--- src/rtl/bptr_pkg.sv ---
// Package bptr_pkg
// Purpose: shared size defaults and the controller state type for the
//          byte pointer unit.
// Assumes: none.
package bptr_pkg;
    localparam int WORD_W_DEF = 36;
    localparam int SZ_W_DEF   = 6;
    localparam int POS_W_DEF  = 6;
    localparam int ADDR_W_DEF = 18;

    typedef enum logic [1:0] {
        ST_IDLE = 2'd0,
        ST_RD   = 2'd1,
        ST_XF   = 2'd2,
        ST_DN   = 2'd3
    } bptr_state_t;
endpackage

--- src/rtl/bptr_advance.sv ---
// Module bptr_advance
// Purpose: steps a pointer to the next byte. The offset goes down by the
//          width; on underflow the address goes up by one and the offset
//          reloads to WORD_W - width.
// Assumes: pointer layout {offset, width, address}, with the address in the
//          low bits.
module bptr_advance #(
    parameter int WORD_W = bptr_pkg::WORD_W_DEF,
    parameter int SZ_W   = bptr_pkg::SZ_W_DEF,
    parameter int POS_W  = bptr_pkg::POS_W_DEF,
    parameter int ADDR_W = bptr_pkg::ADDR_W_DEF,
    localparam int PTR_W = POS_W + SZ_W + ADDR_W
) (
    input  logic             en_i,
    input  logic [PTR_W-1:0] ptr_i,
    output logic [PTR_W-1:0] ptr_o
);
    localparam int CMP_W = ((POS_W > SZ_W) ? POS_W : SZ_W) + 1;

    logic [POS_W-1:0]  cur_pos;
    logic [SZ_W-1:0]   cur_size;
    logic [ADDR_W-1:0] cur_addr;
    logic [POS_W-1:0]  nxt_pos;
    logic [ADDR_W-1:0] nxt_addr;

    assign cur_addr = ptr_i[ADDR_W-1:0];
    assign cur_size = ptr_i[ADDR_W +: SZ_W];
    assign cur_pos  = ptr_i[ADDR_W+SZ_W +: POS_W];

    // Pick the stepped offset and address, or pass the pointer through
    always_comb begin
        nxt_pos  = cur_pos;
        nxt_addr = cur_addr;
        if (en_i) begin
            if (CMP_W'(cur_pos) >= CMP_W'(cur_size)) begin
                nxt_pos = cur_pos - POS_W'(cur_size);
            end else begin
                nxt_addr = cur_addr + ADDR_W'(1);
                nxt_pos  = POS_W'(WORD_W) - POS_W'(cur_size);
            end
        end
    end

    assign ptr_o = {nxt_pos, cur_size, nxt_addr};
endmodule

--- src/rtl/bptr_field.sv ---
// Module bptr_field
// Purpose: builds the field mask from offset and width, extracts the field
//          of a word zero-extended, and merges new data into the field.
// Assumes: field bits that fall above the word are dropped.
module bptr_field #(
    parameter int WORD_W = bptr_pkg::WORD_W_DEF,
    parameter int SZ_W   = bptr_pkg::SZ_W_DEF,
    parameter int POS_W  = bptr_pkg::POS_W_DEF
) (
    input  logic [WORD_W-1:0] word_i,
    input  logic [WORD_W-1:0] data_i,
    input  logic [POS_W-1:0]  pos_i,
    input  logic [SZ_W-1:0]   size_i,
    output logic [WORD_W-1:0] extract_o,
    output logic [WORD_W-1:0] merge_o
);
    localparam int SUM_W = ((POS_W > SZ_W) ? POS_W : SZ_W) + 8;

    logic [SUM_W-1:0]  lo_bit;
    logic [SUM_W-1:0]  hi_bit;
    logic [WORD_W-1:0] field_mask;
    logic [WORD_W-1:0] insert_bits;

    assign lo_bit = SUM_W'(pos_i);
    assign hi_bit = SUM_W'(pos_i) + SUM_W'(size_i);

    // Each word bit belongs to the field when lo <= bit < lo + width
    for (genvar b = 0; b < WORD_W; b++) begin : g_mask
        assign field_mask[b] = (SUM_W'(b) >= lo_bit) && (SUM_W'(b) < hi_bit);
    end

    // Align down for load; align up and merge for deposit
    always_comb begin
        extract_o   = (word_i & field_mask) >> pos_i;
        insert_bits = (data_i << pos_i) & field_mask;
        merge_o     = (word_i & ~field_mask) | insert_bits;
    end
endmodule

--- src/rtl/bptr_ctrl.sv ---
// Module bptr_ctrl
// Purpose: sequences one command: read, then transfer (and write for a
//          deposit), then done.
// Assumes: memory read data is valid one cycle after the read request.
module bptr_ctrl (
    input  logic clk,
    input  logic rst_n,
    input  logic start_i,
    input  logic dep_i,
    output logic accept_o,
    output logic xfer_o,
    output logic busy_o,
    output logic done_o,
    output logic rd_o,
    output logic wr_o
);
    import bptr_pkg::*;

    bptr_state_t state_q;
    bptr_state_t state_d;

    // Next-state choice for the four-phase sequence
    always_comb begin
        state_d = state_q;
        unique case (state_q)
            ST_IDLE: if (start_i) state_d = ST_RD;
            ST_RD:   state_d = ST_XF;
            ST_XF:   state_d = ST_DN;
            ST_DN:   state_d = ST_IDLE;
            default: state_d = ST_IDLE;
        endcase
    end

    // State register with synchronous reset
    always_ff @(posedge clk) begin
        if (!rst_n) state_q <= ST_IDLE;
        else        state_q <= state_d;
    end

    assign accept_o = start_i && (state_q == ST_IDLE);
    assign xfer_o   = (state_q == ST_XF);
    assign busy_o   = (state_q != ST_IDLE);
    assign done_o   = (state_q == ST_DN);
    assign rd_o     = (state_q == ST_RD);
    assign wr_o     = (state_q == ST_XF) && dep_i;

    assert_rw_exclusive_R4: assert property (@(posedge clk) disable iff (!rst_n)
        !(rd_o && wr_o));
    assert_write_after_read_R4: assert property (@(posedge clk) disable iff (!rst_n)
        wr_o |-> $past(rd_o));
    assert_done_single_R11: assert property (@(posedge clk) disable iff (!rst_n)
        done_o |=> !done_o);
    assert_accept_busy_R11: assert property (@(posedge clk) disable iff (!rst_n)
        (start_i && !busy_o) |=> busy_o);
endmodule

--- src/rtl/bptr_unit.sv ---
// Module bptr_unit
// Purpose: top of the byte pointer load/deposit unit. Steps the pointer
//          if asked, reads the word, and either returns the field or
//          writes back the merged word.
// Assumes: a synchronous single-port memory with one cycle of read
//          latency; one command at a time (starts while busy are dropped).
module bptr_unit #(
    parameter int WORD_W = bptr_pkg::WORD_W_DEF,
    parameter int SZ_W   = bptr_pkg::SZ_W_DEF,
    parameter int POS_W  = bptr_pkg::POS_W_DEF,
    parameter int ADDR_W = bptr_pkg::ADDR_W_DEF,
    localparam int PTR_W = POS_W + SZ_W + ADDR_W
) (
    input  logic              clk,
    input  logic              rst_n,
    input  logic              start_i,
    input  logic              op_deposit_i,
    input  logic              step_i,
    input  logic [PTR_W-1:0]  ptr_i,
    input  logic [WORD_W-1:0] data_i,
    output logic              busy_o,
    output logic              done_o,
    output logic [PTR_W-1:0]  ptr_o,
    output logic [WORD_W-1:0] load_o,
    output logic [ADDR_W-1:0] mem_addr_o,
    output logic              mem_rd_o,
    output logic              mem_wr_o,
    output logic [WORD_W-1:0] mem_wdata_o,
    input  logic [WORD_W-1:0] mem_rdata_i
);
    logic [PTR_W-1:0]  adv_ptr;
    logic [PTR_W-1:0]  ptr_q;
    logic [WORD_W-1:0] data_q;
    logic              dep_q;
    logic [WORD_W-1:0] load_q;
    logic [WORD_W-1:0] extract_w;
    logic [WORD_W-1:0] merge_w;
    logic              accept_w;
    logic              xfer_w;

    bptr_advance #(.WORD_W(WORD_W), .SZ_W(SZ_W), .POS_W(POS_W), .ADDR_W(ADDR_W)) adv_i (
        .en_i  (step_i),
        .ptr_i (ptr_i),
        .ptr_o (adv_ptr)
    );

    bptr_field #(.WORD_W(WORD_W), .SZ_W(SZ_W), .POS_W(POS_W)) fld_i (
        .word_i    (mem_rdata_i),
        .data_i    (data_q),
        .pos_i     (ptr_q[ADDR_W+SZ_W +: POS_W]),
        .size_i    (ptr_q[ADDR_W +: SZ_W]),
        .extract_o (extract_w),
        .merge_o   (merge_w)
    );

    bptr_ctrl ctl_i (
        .clk      (clk),
        .rst_n    (rst_n),
        .start_i  (start_i),
        .dep_i    (dep_q),
        .accept_o (accept_w),
        .xfer_o   (xfer_w),
        .busy_o   (busy_o),
        .done_o   (done_o),
        .rd_o     (mem_rd_o),
        .wr_o     (mem_wr_o)
    );

    // Capture the command when accepted, and the load result on transfer
    always_ff @(posedge clk) begin
        if (!rst_n) begin
            ptr_q  <= '0;
            data_q <= '0;
            dep_q  <= 1'b0;
            load_q <= '0;
        end else begin
            if (accept_w) begin
                ptr_q  <= adv_ptr;
                data_q <= data_i;
                dep_q  <= op_deposit_i;
            end
            if (xfer_w) load_q <= extract_w;
        end
    end

    assign ptr_o       = ptr_q;
    assign load_o      = load_q;
    assign mem_addr_o  = ptr_q[ADDR_W-1:0];
    assign mem_wdata_o = merge_w;

    assert_wr_addr_hold_R4: assert property (@(posedge clk) disable iff (!rst_n)
        mem_wr_o |-> (mem_addr_o == $past(mem_addr_o)));
    assert_ptr_stable_busy_R10: assert property (@(posedge clk) disable iff (!rst_n)
        (busy_o && $past(busy_o)) |-> $stable(ptr_o));
    assert_zero_width_load_R3: assert property (@(posedge clk) disable iff (!rst_n)
        (done_o && !dep_q && (ptr_q[ADDR_W +: SZ_W] == '0)) |-> (load_o == '0));
endmodule

--- config.mk ---
export PLATFORM = sky130hd
export DESIGN_NAME = bptr_unit
export DESIGN_NICKNAME = d
export VERILOG_FILES = /design/src/rtl/bptr_pkg.sv /design/src/rtl/bptr_advance.sv /design/src/rtl/bptr_field.sv /design/src/rtl/bptr_ctrl.sv /design/src/rtl/bptr_unit.sv
export SDC_FILE = /design/constraint.sdc
export NUM_CORES = 1
export LEC_CHECK = 0
export BUFFER_PORTS_ARGS = -buffer_cell sky130_fd_sc_hd__buf_2
export CAP_MARGIN = 20
export CELL_PAD_IN_SITES_DETAIL_PLACEMENT = 1
export CELL_PAD_IN_SITES_GLOBAL_PLACEMENT = 1
export CORE_MARGIN = 2
export CORE_UTILIZATION = 40
export DETAILED_ROUTE_END_ITERATION = 10
export GPL_TIMING_DRIVEN = 1
export PLACE_DENSITY_LB_ADDON = 0.1
export SLEW_MARGIN = 40
export SYNTH_ARGS = -nofsm -noshare
export SYNTH_HDL_FRONTEND = slang
export SYNTH_SLANG_ARGS = --single-unit
--- constraint.sdc ---
create_clock -name clk -period 4.3 [get_ports clk]
set_input_delay 0.43 -clock clk [delete_from_list [all_inputs] [get_ports clk]]
set_output_delay 0.43 -clock clk [all_outputs]
set_load 0.005 [all_outputs]
==> reports/qor.yml <==
run_status:
  outcome: "finished clean"
clock_network:
  cts_setup_buffers: 0
  ctsHoldBuffers: 0
  root_buffer: "clkbuf_16"
  clkTransAtPathRegs_ns: 0.09
  cts_sinks: 105
  cts_tree: "yes"
  numCtsBuffers: 9
  clockBufferDepth: 2
  cts.repair.resized: 2
  htreeDepth: 3
  insertion_delay_ns: 0.38
power:
  power_density_mw_per_mm2: 597
  power.leakage_nw: 5.28
  ir_worst_vdd_mv: 0.198
routing:
  vias_per_cell: 6.29
  wl_um: 49300
  firstDrtPassIters: 5
  met2_wirelength_um: 22500
  postRouteAntennaNets: 0
  top_layer_used: "met4"
  via_count: 12465
  wl_met1_um: 20600
  wl_per_cell_um: 24.9
  drc: 0
  wl_met3_um: 3900
  drtIter0Drc: 1328
global_route:
  track_usage: 0.360
  antenna_found_initial: 0
  grt_pass1_vias: 12116
  overflow: 0
  grt_pass1_wl_um: 73700
  grt_max_degree: 66
floorplan:
  pin_count: 231
  die_area_mm2: 0.0270
  initial_utilization: 0.408
  die_w_um: 164
  rows: 58
  fp.coreArea_mm2: 0.0253
  die_h_um: 164
timing:
  worst_slew_margin_rel: 0.478
  finalClockSkew_ns: 0.0208
  worstMarginPinSlew_ns: 0.777
  rsz0062_at_grt: "yes"
  holdWs_ns: 0.280
  timing.final.crit_share: 0.953
  hold_viol_final: 0
  finalCriticalPeriod_ns: 4.10
  fmax_mhz: 244
  setup_viol: 0
  finalMaxSlewViolations: 0
worst_hold_path:
  min_path_cells: 3
  hold_end: "dep_q"
  min_from: "op_deposit_i"
  hold_class: "input pin to flop"
critical_path:
  reg2reg_depth: 13
  path_max_fanout: 10
  crit_required_ns: 3.87
  cp.arrival_ns: 3.67
  worstReg2RegStart: "ptr_o[18]"
  r2r_slack_ns: 0.24
  cp-start-kind: "flop"
  worstSetupPathType: "flop to output port"
  worstReg2RegEnd: "load_o[22]"
  end_kind: "output port"
logic_synthesis:
  synth_ff_type: "dfxtp_1"
  ys_async_sr_fraction: 0
  netlist_area_mm2: 0.0103
  yosys-top-cells-area: "dfxtp_1 20%, nand2_1 9.6%, a21oi_1 6.9%"
  synth_edf_count: 0
  ys_seq_elements: 105
  synth_cell_type_count: 81
  yosysTopAreaCellShare: 0.204
  syn_inst: 1460
  yosysWarnings: 0
  avgSynthCellArea_um2: 7.05
  synth_top_area_cell: "dfxtp_1"
  syn_nets: 1588
  yosysSeqAreaShare: 0.204
cells_and_area:
  utilization: 0.484
  drive_gt1_frac: 0.251
  final_common_cell: "nand2_1"
  layout.nets: 1775
  antenna_cells: 0
  final_cell_mix: "263 x nand2_1, 230 x buf_2, 140 x a21oi_1, 138 x nor2_1, 101 x dfxtp_1"
  area_delta_synth_final_pct: 18.7
place:
  place.gp.congestion: 1.00
  portBuffers: 230
  place.detailed.hpwl_um: 38300
run:
  maxCapViolCount: 0
synth_stat cells, types with 5 or more instances:
master and instances:
nand2_1 263, a21oi_1 141, nor2_1 140, dfxtp_1 105
o21ai_0 98, clkbuf_1 84, nand3_1 50, mux2i_1 44
a211oi_1 35, inv_1 32, mux4_2 25, mux2_2 22
nor3_1 22, buf_4 21, o211ai_1 21, a31oi_1 20
ha_1 19, buf_1 18, xnor2_1 14, xor2_1 14
a21o_1 13, and2_1 13, nand4_1 13, nand2b_1 11
nor2b_1 11, o22ai_1 11, o31ai_1 11, a2bb2oi_1 9
a31o_2 9, and3_1 9, o21a_1 9, o221ai_1 8
a2111oi_0 7, a32oi_1 7, a211o_1 6, a221oi_1 6
a22oi_1 6, buf_2 6, o211a_1 6, or3_1 6
a32o_1 5, nand3b_1 5, o2111ai_1 5, or2_2 5
metal layers:
| metal | GRT usage | up-vias |
|---|---|---|
| met5 | 0 | - |
| met4 | 0.150 | 0 |
| met3 | 0.0585 | 122 |
| met2 | 0.579 | 586 |
| met1 | 0.478 | 6052 |
| li1 | - | 5705 |
kinds of logic (layout without fill, tap and decap cells):
group / after synthesis / in the layout / synth area share
mux: 91 / 91 / 0.121
compound gates: 482 / 482 / 0.310
fa+ha+maj: 21 / 21 / 0.0270
simple gates: 569 / 569 / 0.245
buf+inv: 164 / 356 / 0.0689
flops: 105 / 105 / 0.204
xor+xnor: 28 / 28 / 0.0238
final cells by class:
class | instances | area [um2]
repair buffers | 306 | 1750
clock inverters | 7 | 80.1
well taps | 330 | 413
multi-input cells | 1191 | 7520
fillers | 3339 | 13000
clock buffers | 9 | 225
inverters | 34 | 128
flip-flops and latches | 105 | 2110
report_power, final:
part / switching, mW / internal [mW]
logic: 3.27 / 1.82
clock network: 0.467 / 0.416
registers: 0.164 / 1.17
state kept, by name, indices dropped and copies added, names as in the netlist:
register / count
load_o: 36
data_q: 36
ctl_i.state_q: 2
ptr_o: 30
dep_q: 1
metrics by stage:
step | setup TNS (ns) | instance area [um2] | power [mW] | worst slack (ns) | cells
after global routing | -0.186 | 12200 | 7.70 | -0.0483 | 1982
after global placement | 0 | 11900 | 6.19 | 0.0812 | 1966
final | 0 | 12200 | 7.30 | 0.202 | 1982
after floorplan | 0 | 10300 | 4.32 | 0.670 | 1460
after detailed placement | -0.0200 | 11900 | 6.26 | -0.0200 | 1966
after CTS | 0 | 12200 | 7.16 | 0.0464 | 1982
critical path: stages (launching register included):
cell and delay (ns):
dfxtp_1 0.37, ha_1 0.30, fa_2 0.40, a211oi_2 0.14
nor3b_1 0.45, and4bb_2 0.31, o21ai_2 0.30, or4b_2 0.67
mux2i_1 0.20, buf_2 0.15
worst max-delay path by stage:
stage,start,to
2_1_floorplan,ptr_o[24],load_o[22]
3_3_place_gp,ptr_o[24],load_o[5]
3_5_place_dp,ptr_o[18],load_o[5]
4_1_cts,ptr_o[18],mem_wdata_o[5]
5_1_grt,ptr_o[18],mem_wdata_o[22]
6_report,ptr_o[18],mem_wdata_o[5]
Note: power is estimated with default switching activity, not from simulation.
